==> config.mk <==
export PLATFORM = sky130hd
export DESIGN_NAME = tmr_ctl_status
export DESIGN_NICKNAME = d
export VERILOG_FILES = /design/src/rtl/tmr_ctl_status_pkg.sv /design/src/rtl/tmr_ctl_status_ctl.sv /design/src/rtl/tmr_ctl_status_dp.sv /design/src/rtl/tmr_ctl_status.sv
export SDC_FILE = /design/constraint.sdc
export NUM_CORES = 1
export LEC_CHECK = 0
export BUFFER_PORTS_ARGS = -buffer_cell sky130_fd_sc_hd__buf_2
export CAP_MARGIN = 20
export CORE_UTILIZATION = 37
export CTS_BUF_LIST = sky130_fd_sc_hd__clkbuf_16
export DETAILED_ROUTE_END_ITERATION = 7
export PLACE_DENSITY = 0.7
export SLEW_MARGIN = 10
export SYNTH_ARGS = -nofsm -noshare
export SYNTH_HDL_FRONTEND = slang
export SYNTH_SLANG_ARGS = --single-unit
==> constraint.sdc <==
create_clock -name clk -period 1.3 [get_ports clk]
set_clock_uncertainty 0.2 [all_clocks]
set_input_delay 0.13 -clock clk [delete_from_list [all_inputs] [get_ports clk]]
set_output_delay 0.13 -clock clk [all_outputs]
set_load 0.05 [all_outputs]
==> src/rtl/tmr_ctl_status_pkg.sv <==
package tmr_ctl_status_pkg;
  localparam int REG_W    = 8;
  localparam int NUM_SRC  = 3;        // 0 = match, 1 = zero, 2 = trigger
  localparam int SOFT_BIT = 7;
  localparam int MODE_BIT = 6;

  typedef struct packed {
    logic               wrHit;
    logic               swClear;
    logic               newMode;
    logic [NUM_SRC-1:0] clrFlag;
    logic [NUM_SRC-1:0] newIe;
  } ctlStrobes_t;
endpackage

==> src/rtl/tmr_ctl_status_ctl.sv <==
module tmr_ctl_status_ctl
  import tmr_ctl_status_pkg::*;
#(
  parameter int ADDR_W = 6,
  parameter logic [ADDR_W-1:0] REG_ADDR = 6'h20
) (
  input  logic              clk,
  input  logic              rstN,
  input  logic [ADDR_W-1:0] busAddr,
  input  logic              busWrEn,
  input  logic [REG_W-1:0]  busWrData,
  output ctlStrobes_t       strb,
  output logic              cntClear
);
  logic hit;
  assign hit = busWrEn && (busAddr == REG_ADDR);

  always_comb begin
    strb         = '0;
    strb.wrHit   = hit;
    strb.swClear = hit && !busWrData[SOFT_BIT];
    strb.newMode = busWrData[MODE_BIT];
    for (int i = 0; i < NUM_SRC; i++) begin
      strb.clrFlag[i] = hit && !busWrData[2*i];
      strb.newIe[i]   = busWrData[2*i+1];
    end
  end

  always_ff @(posedge clk or negedge rstN) begin
    if (!rstN) cntClear <= 1'b0;
    else       cntClear <= strb.swClear;
  end

  // strobe follows a zero write by one cycle, and only then
  assert_clear_pulse_R3: assert property (@(posedge clk) disable iff (!rstN)
    (busWrEn && busAddr == REG_ADDR && !busWrData[SOFT_BIT]) |=> cntClear);
  assert_no_spurious_clear_R3: assert property (@(posedge clk) disable iff (!rstN)
    !(busWrEn && busAddr == REG_ADDR && !busWrData[SOFT_BIT]) |=> !cntClear);
endmodule

==> src/rtl/tmr_ctl_status_dp.sv <==
module tmr_ctl_status_dp
  import tmr_ctl_status_pkg::*;
(
  input  logic               clk,
  input  logic               rstN,
  input  ctlStrobes_t        strb,
  input  logic               zeroEvt,
  input  logic               matchEvt,
  input  logic               trigEvt,
  output logic [REG_W-2:0]   regBits,
  output logic [NUM_SRC-1:0] irqVec
);
  logic               modeQ;
  logic [NUM_SRC-1:0] flagQ, enQ, setVec, flagNext, enNext;

  assign setVec = {trigEvt | (zeroEvt & modeQ), zeroEvt, matchEvt | (zeroEvt & modeQ)};

  always_ff @(posedge clk or negedge rstN) begin
    if (!rstN)           modeQ <= 1'b0;
    else if (strb.wrHit) modeQ <= strb.newMode;
  end
  assign regBits[MODE_BIT] = modeQ;

  for (genvar i = 0; i < NUM_SRC; i++) begin : g_src
    assign flagNext[i] = setVec[i] | (flagQ[i] & ~strb.clrFlag[i]);
    assign enNext[i]   = strb.wrHit ? strb.newIe[i] : enQ[i];

    always_ff @(posedge clk or negedge rstN) begin
      if (!rstN) begin
        flagQ[i]  <= 1'b0;
        enQ[i]    <= 1'b0;
        irqVec[i] <= 1'b0;
      end else begin
        flagQ[i]  <= flagNext[i];
        enQ[i]    <= enNext[i];
        irqVec[i] <= flagNext[i] & enNext[i];
      end
    end

    assign regBits[2*i]   = flagQ[i];
    assign regBits[2*i+1] = enQ[i];

    // a request is never raised without both its flag and enable
    assert_irq_gate_R10: assert property (@(posedge clk) disable iff (!rstN)
      irqVec[i] |-> (flagQ[i] && enQ[i]));
  end

  // fan-out raises all three flags
  assert_zero_fanout_R6: assert property (@(posedge clk) disable iff (!rstN)
    (zeroEvt && modeQ) |=> (flagQ == 3'b111));
  // without fan-out, zero detect leaves the other flags alone
  assert_zero_only_R5: assert property (@(posedge clk) disable iff (!rstN)
    (zeroEvt && !modeQ && !matchEvt && !trigEvt && !flagQ[0] && !flagQ[2])
      |=> (flagQ[1] && !flagQ[0] && !flagQ[2]));
  // set beats clear
  assert_trig_set_wins_R9: assert property (@(posedge clk) disable iff (!rstN)
    trigEvt |=> flagQ[2]);
  assert_match_set_wins_R9: assert property (@(posedge clk) disable iff (!rstN)
    matchEvt |=> flagQ[0]);
endmodule

==> src/rtl/tmr_ctl_status.sv <==
module tmr_ctl_status
  import tmr_ctl_status_pkg::*;
#(
  parameter int ADDR_W = 6,
  parameter logic [ADDR_W-1:0] REG_ADDR = 6'h20
) (
  input  logic              clk,
  input  logic              rstN,
  input  logic [ADDR_W-1:0] busAddr,
  input  logic              busWrEn,
  input  logic [7:0]        busWrData,
  output logic [7:0]        busRdData,
  input  logic              zeroEvt,
  input  logic              matchEvt,
  input  logic              trigEvt,
  output logic              cntClear,
  output logic              irqTrig,
  output logic              irqZero,
  output logic              irqMatch
);
  ctlStrobes_t        strb;
  logic [REG_W-2:0]   regBits;
  logic [NUM_SRC-1:0] irqVec;

  tmr_ctl_status_ctl #(.ADDR_W(ADDR_W), .REG_ADDR(REG_ADDR)) u_ctl (
    .clk(clk), .rstN(rstN), .busAddr(busAddr), .busWrEn(busWrEn),
    .busWrData(busWrData), .strb(strb), .cntClear(cntClear));

  tmr_ctl_status_dp u_dp (
    .clk(clk), .rstN(rstN), .strb(strb), .zeroEvt(zeroEvt),
    .matchEvt(matchEvt), .trigEvt(trigEvt), .regBits(regBits), .irqVec(irqVec));

  assign busRdData = (busAddr == REG_ADDR) ? {1'b1, regBits} : '0;
  assign irqMatch  = irqVec[0];
  assign irqZero   = irqVec[1];
  assign irqTrig   = irqVec[2];

  // soft-clear bit reads as one
  assert_read_one_R2: assert property (@(posedge clk) disable iff (!rstN)
    (busAddr == REG_ADDR) |-> busRdData[SOFT_BIT]);
  // foreign address reads zero
  assert_foreign_zero_R11: assert property (@(posedge clk) disable iff (!rstN)
    (busAddr != REG_ADDR) |-> (busRdData == 8'h00));
endmodule

==> results.md, run 1 <==
- Via/cell ratio: 5.73
- Antenna viol nets, final: 0
- Die height: 40.8 microns
- Seq cells post-synth: 11
- Post-route cell area: 1230 sq um
- Root Buffer: clkbuf_16
- Leakage: 0.599 nW
- Std-Cell Rows: 13
- Unrepaired setup endpoints after global routing: true
- Total CTS buffers: 3
- Synth warnings: 0
- Hold Slack: 0.0254 ns
- Delay of the slowest cell on the worst path: 0.59 ns
- Mapped Area: 558 sq um
- Share of layout cells above drive strength 1: 69.0%
- Dpl hpwl: 1210 microns
- CP Max Fanout: 6
- Average routed wire per standard cell: 19.5 microns
- Placed Instance Area: 902 sq um
- Crit end category: primary output
- Clock tree sinks: 11
- Iter 0 DRT Violations: 29
- Hold Violations, Final: 0
- Worst EP arrival: 1.44 ns
- # diodes: 0
- Final Max Tran Viols: 0
- Vias in the first global route: 687
- Post-synth cell types: 21
- Fill count: 54
- Peak VDD IR: 1.14 mV
- DP Worst Slack: -0.515 ns
- Core area: 1350 sq um
- Area Overhead vs Synth: 120%
- CTS tree: yes
- Total number of vias: 751
- Max Buffers Root-to-Sink: 2
- Die area: 1670 sq um
- Final wirelength: 2550 microns
- Grt ovf: 0
- Worst skew pair latency: 0.24 ns
- Initial Util: 41.3%
- Period utilization: 136%
- Failing checks: negative setup slack
- CP required: 0.97 ns
- Antenna violations before repair: 0
- Max-cap violations: 0
- Synth Instances: 52
- Slew headroom: 80.7%
- GRT Total Usage: 29.3%
- Tightest Pin Transition: 0.288 ns
- Pwr per Cell Area: 1010 nW/um^2
- Final #Nets: 137
- Max stage delay cell, worst path: or4b_4
- Period minus WS final: 1.77 ns
- Run status: finished with violations
- H-tree depth: 1
- Final-report setup violation count: 14
- Die width: 40.8 microns
- F_max: 565 MHz
- # DRC: 0
- Iteration count of the initial detailed-routing pass: 4
- IO Pins: 32
- Crit path kind: in2out
- Commonest non-fill, non-tap cells in the layout: 21 x buf_2, 20 x buf_4, 11 x dfrtp_1
- Clock transition at path regs: 0.04 ns
- First-pass GRT wire length: 3060 microns
- Most common cell after layout, fill and taps aside: buf_2
- Utilization after layout: 91.1%
- CP cell instances: buf_6, or4b_4, nor3_4, and2_2, buf_6
- Maximum number of pins on one net before global-route repair: 12
- Critical path launch point type: input pin
- Post-synthesis sequential area ratio: 49.3%
- Final worst setup slack: -0.469 ns
- Syn Area/Cell: 10.7 sq um
- Syn_nets: 72
- Port Buf Inserts: 31
- CP most frequent cell: buf_6
- Final GP Congestion: 0.771
- HP Class: in2reg
final timing paths:
kind / start / end / slack, ns / cells past startpoint
max: busAddr[4] / busRdData[6] / -0.47 / 5
min: busWrData[0] / u_dp.regBits[0] / 0.03 / 3
max reg2reg: u_dp.modeQ / u_dp.regBits[4] / -0.07 / 4
min reg2reg: u_dp.regBits[3] / u_dp.regBits[3] / 0.32 / 2
max in group asynchronous: rstN / u_dp.regBits[1] / 0.58 / 2
min in group asynchronous: rstN / u_dp.irqVec[0] / 0.10 / 2
state kept, by name, indices dropped and copies added, names as in the netlist:
signal and flops:
u_ctl.cntClear 1, u_dp.irqVec 3, u_dp.modeQ 1, u_dp.regBits 6
report_power, final:
part           switching [W]  internal (W)
combinational       0.000155      0.000130
clock               0.000158      0.000404
sequential         0.0000231      0.000373
total               0.000336      0.000907
routing by layer:
| layer | wire, microns | track usage (%) |
|---|---|---|
| met1 | 977 | 35.1 |
| met2 | 1240 | 49.6 |
| met3 | 211 | 5.98 |
| met4 | 120 | 13.3 |
| met5 | 0 | 0 |
cell type report:
cell class / instances / area [sq um] / share of cell area, %
timing repair buffer: 61 / 482 / 39.2
multi-input combinational: 38 / 368 / 29.9
sequential: 11 / 275 / 22.4
clock buffer: 3 / 75.1 / 6.10
tap: 15 / 18.8 / 1.53
inverter: 2 / 7.51 / 0.610
clock inverter: 1 / 3.75 / 0.305
kinds of logic (layout without fill, tap and decap cells):
family	count (synthesis)	count (layout)	synth area share, %
muxes	3	3	6.05
buffers and inverters	3	67	2.24
and+or+nand+nor	20	20	25.1
AOI/OAI and AO/OA	15	15	17.3
DFF	11	11	49.3
synth_stat cells:
| cell | count | area, sq um |
|---|---|---|
| and2_1 | 5 | 31.3 |
| or3b_2 | 1 | 8.76 |
| dfrtp_1 | 11 | 275 |
| nor3_4 | 1 | 16.3 |
| nor2_1 | 3 | 11.3 |
| o21ai_0 | 3 | 15.0 |
| a31oi_1 | 1 | 6.26 |
| buf_2 | 1 | 5.00 |
| a211oi_1 | 4 | 30.0 |
| nor4_1 | 2 | 12.5 |
| nor3b_2 | 1 | 12.5 |
| a211o_1 | 2 | 17.5 |
| nor4b_2 | 1 | 15.0 |
| nand3_1 | 1 | 5.00 |
| a21oi_1 | 4 | 20.0 |
| inv_1 | 2 | 7.51 |
| mux2_2 | 3 | 33.8 |
| nor3_1 | 2 | 10.0 |
| or4b_1 | 1 | 10.0 |
| nand2_1 | 2 | 7.51 |
| a21boi_1 | 1 | 7.51 |
repair_timing:
item                                   CTS  global route
pin swaps                                3             5
endpoints found under the hold margin   19             0
buffers inserted                         2             4
setup endpoints to repair               14            17
gates resized for setup                 24            14
hold buffers                             8             0
through the flow:
stage | cells | total power, W | TNS [ns]
6_report | 131 | 0.00124 | -4.10
5_1_grt | 131 | 0.00128 | -4.49
4_1_cts | 129 | 0.00119 | -3.29
3_5_place_dp | 115 | 0.000608 | -6.32
3_3_place_gp | 115 | 0.000604 | -5.89
2_1_floorplan | 52 | 0.000491 | -5.30
critical path: cells and delay by family:
family                 cells  cell delay (ns)
buffers and inverters      2             0.25
and+or+nand+nor            3             1.06
No activity file was read; power rests on OpenSTA's default activity.
==> inputs of run 2 (changes only) <==
--- a/config.mk
+++ b/config.mk
@@ -7,11 +7,12 @@
 export LEC_CHECK = 0
 export BUFFER_PORTS_ARGS = -buffer_cell sky130_fd_sc_hd__buf_2
 export CAP_MARGIN = 20
-export CORE_UTILIZATION = 37
+export CORE_UTILIZATION = 39
 export CTS_BUF_LIST = sky130_fd_sc_hd__clkbuf_16
 export DETAILED_ROUTE_END_ITERATION = 7
 export PLACE_DENSITY = 0.7
 export SLEW_MARGIN = 10
 export SYNTH_ARGS = -nofsm -noshare
 export SYNTH_HDL_FRONTEND = slang
+export SYNTH_HIERARCHICAL = 1
 export SYNTH_SLANG_ARGS = --single-unit
==> results.md, run 2 <==
- Utilization after layout: 76.7% (-14 points)
- Crit end category: primary output
- Port Buf Inserts: 31 (unchanged)
- Final wirelength: 1530 microns (-40%)
- Most common library cells after synthesis: 11 x dfrtp_1, 6 x buf_4, 6 x nor4b_2
- First-pass GRT wire length: 2370 microns (-23%)
- Hold Slack: 0.0129 ns (-0.0125 ns)
- Max Buffers Root-to-Sink: 2 (unchanged)
- Share of layout cells above drive strength 1: 67.0% (-1.9 points)
- Via/cell ratio: 4.94 (-14%)
- Critical path launch point type: input pin
- Reg2Reg Capture Point: u_dp/regBits[4]
- Iteration count of the initial detailed-routing pass: 4 (unchanged)
- FFs w/ async S/R, synth: 100% (unchanged)
- Die height: 43 microns (+5.3%)
- Met2 usage: 29.7% (-20 points)
- Sequential Area: 275 sq um (unchanged)
- Crit path kind: in2out
- Antenna viol nets, final: 0 (unchanged)
- Pwr per Cell Area: 1010 nW/um^2 (-0.23%)
- Postcts setup bufs: 0 (-2)
- Die area: 1850 sq um (+11%)
- Max-cap violations: 0 (unchanged)
- Area Overhead vs Synth: 80.3%
- Total number of vias: 543 (-28%)
- CTS tree: yes
- CP Max Fanout: 8 (+2)
- Dpl hpwl: 1140 microns (-6.0%)
- Iter 0 DRT Violations: 4 (-86%)
- Reg2reg setup slack: 0.07 ns (+0.14 ns)
- Total CTS buffers: 3 (unchanged)
- M1 GR Usage: 22.6% (-12 points)
- Hold path depth: 3 (unchanged)
- Fill count: 101 (+87%)
- Seq cells post-synth: 11 (unchanged)
- Worst skew pair latency: 0.23 ns (about the same)
- Peak VDD IR: 0.569 mV (-50%)
- Slew headroom: 82.6% (+1.9 points)
- IO Pins: 32 (unchanged)
- Worst EP arrival: 1.34 ns (-0.10 ns)
- Synth warnings: 6 (+6)
- Period utilization: 129% (-7.6 points)
- Vias in the first global route: 514 (-25%)
- Initial Util: 42.5% (+1.2 points)
- Std-Cell Rows: 14 (+1)
- Core area: 1540 sq um (+14%)
- HP Class: in2reg
- # DRC: 0 (unchanged)
- Final worst setup slack: -0.371 ns (+0.0986 ns)
- Final Max Tran Viols: 0 (unchanged)
- Syn Area/Cell: 12.9 sq um (+20%)
- Clock tree sinks: 11 (unchanged)
- Antenna violations before repair: 0 (unchanged)
- Grt met3 use: 1.28% (-4.7 points)
- Synth area leaders: dfrtp_1 42%, nor4b_2 14%, buf_4 6.9%
- Hold Violations, Final: 0 (unchanged)
- Maximum number of pins on one net before global-route repair: 12 (unchanged)
- RR Startpoint: u_dp/modeQ
- Leakage: 0.537 nW (-10%)
- Commonest non-fill, non-tap cells in the layout: 21 x buf_2, 12 x buf_6, 11 x dfrtp_1
- Post-synth cell types: 23 (+9.5%)
- Failing checks: negative setup slack
- F_max: 599 MHz (+5.9%)
- Synth Flop Type: dfrtp_1
- Final-report setup violation count: 12 (-2)
- Mapped Area: 656 sq um (+17%)
- Period minus WS final: 1.67 ns (-0.0986 ns)
- Pwr Total: 0.00119 W (-4.1%)
- Largest register FFs: 6 (unchanged)
- Hold EP: u_ctl/cntClear
- Number of flops mapped to enable cells by yosys: 0 (unchanged)
- Gr busiest metal: met2
- Syn_nets: 71 (-1.4%)
- Run status: finished with violations
- Most frequent cell after synthesis: dfrtp_1
- Area of the multi-input gates: 433 sq um (+18%)
- H-tree depth: 1 (unchanged)
- Final GP Congestion: 0.686 (-11%)
- Hold_sp: busAddr[4]
- CP required: 0.97 ns (about the same)
- Synth top area share: 42.0% (-7.3 points)
- Tightest Pin Transition: 0.258 ns (-0.0297 ns)
- FF-to-FF path depth: 2 (-2)
- Final #Nets: 115 (-16%)
- GRT Total Usage: 17.7% (-12 points)
- # diodes: 0 (unchanged)
- Die width: 43 microns (+5.3%)
- Clock transition at path regs: 0.04 ns (about the same)
- Synth Instances: 51 (-1.9%)
- Most common cell after layout, fill and taps aside: buf_2
- Unrepaired setup endpoints after global routing: true
- Synth area leader: dfrtp_1
- Root Buffer: clkbuf_16
- Post-synthesis sequential area ratio: 42.0% (-7.3 points)
- Average routed wire per standard cell: 13.9 microns (-29%)
- Grt ovf: 0 (unchanged)
==> run 2: changes by cell type in the layout (fill, tap and decap cells not counted), moves of 2 or more <==
| cell | before | now |
|---|---|---|
| and2_4 | 2 | 0 |
| mux2_4 | 0 | 4 |
| inv_1 | 3 | 1 |
| nor2_1 | 3 | 0 |
| nor4b_4 | 1 | 7 |
| mux2_2 | 3 | 0 |
| a211o_1 | 2 | 0 |
| nor4_1 | 0 | 2 |
| and2_2 | 3 | 0 |
| a21oi_1 | 3 | 1 |
| buf_8 | 3 | 0 |
| a211oi_2 | 4 | 0 |
| buf_4 | 20 | 6 |
| buf_6 | 9 | 12 |
==> run 2: logic make-up after synthesis <==
logic type             synth area share [%]
AND/OR/NAND/NOR                        35.7
buffers and inverters                  9.73
multiplexers                           7.44
flip-flops                             42.0
AO/OA/AOI/OAI                          5.15
==> run 2: timing repair <==
action | in CTS | in global routing
endpoints found under the setup margin | 12 | 14
gates resized for setup | 24 | 2
pin swaps | 5 | 4
hold buffers | 9 | 0
hold endpoints to repair | 22 | 0
==> run 2: routing by layer <==
metal,vias up,share of wire (%),wire length [microns]
li1,271,-,-
met1,245,42,635
met2,27,53,814
met3,0,5.2,79
met4,0,0,0
met5,-,0,0
==> run 2: critical path: stages <==
cell,delay (ns)
buf_6,0.09
or4b_4,0.66
nor4b_4,0.26
buf_6,0.19
==> run 2: how the worst max path moves through the flow <==
| stage | from | endpoint | slack [ns] | depth (start not counted) |
|---|---|---|---|---|
| 2_1_floorplan | busAddr[1] | busRdData[7] | -0.47 | 3 |
| 3_3_place_gp | busAddr[1] | busRdData[4] | -0.46 | 4 |
| 3_5_place_dp | busAddr[1] | busRdData[4] | -0.46 | 4 |
| 4_1_cts | busAddr[4] | busRdData[4] | -0.38 | 4 |
| 5_1_grt | busAddr[0] | busRdData[5] | -0.40 | 4 |
| 6_report | busAddr[0] | busRdData[3] | -0.37 | 4 |
==> run 2: cell type report <==
| type | count | share of cell area (%) |
|---|---|---|
| timing repair buffer | 48 | 31.7 |
| sequential | 11 | 23.3 |
| tap | 16 | 1.69 |
| multi-input combinational | 31 | 36.6 |
| clock buffer | 3 | 6.35 |
| clock inverter | 1 | 0.317 |
==> run 2: per-stage QoR <==
stage               setup WS (ns)  instance area (sq um)  std cells  TNS [ns]
floorplan                  -0.469                    733         51     -4.16
global placement           -0.463                    905         97     -5.58
detailed placement         -0.459                    905         97     -5.80
CTS                        -0.381                   1180        110     -3.01
global route               -0.400                   1180        110     -3.44
finish                     -0.371                   1180        110     -2.93
==> run 2: report_power, final <==
group | internal (W) | switching [W] | total, W
Sequential | 0.000373 | 0.0000172 | 0.000390
Clock | 0.000403 | 0.000141 | 0.000544
Combinational | 0.000123 | 0.000136 | 0.000259
Total | 0.000898 | 0.000294 | 0.00119
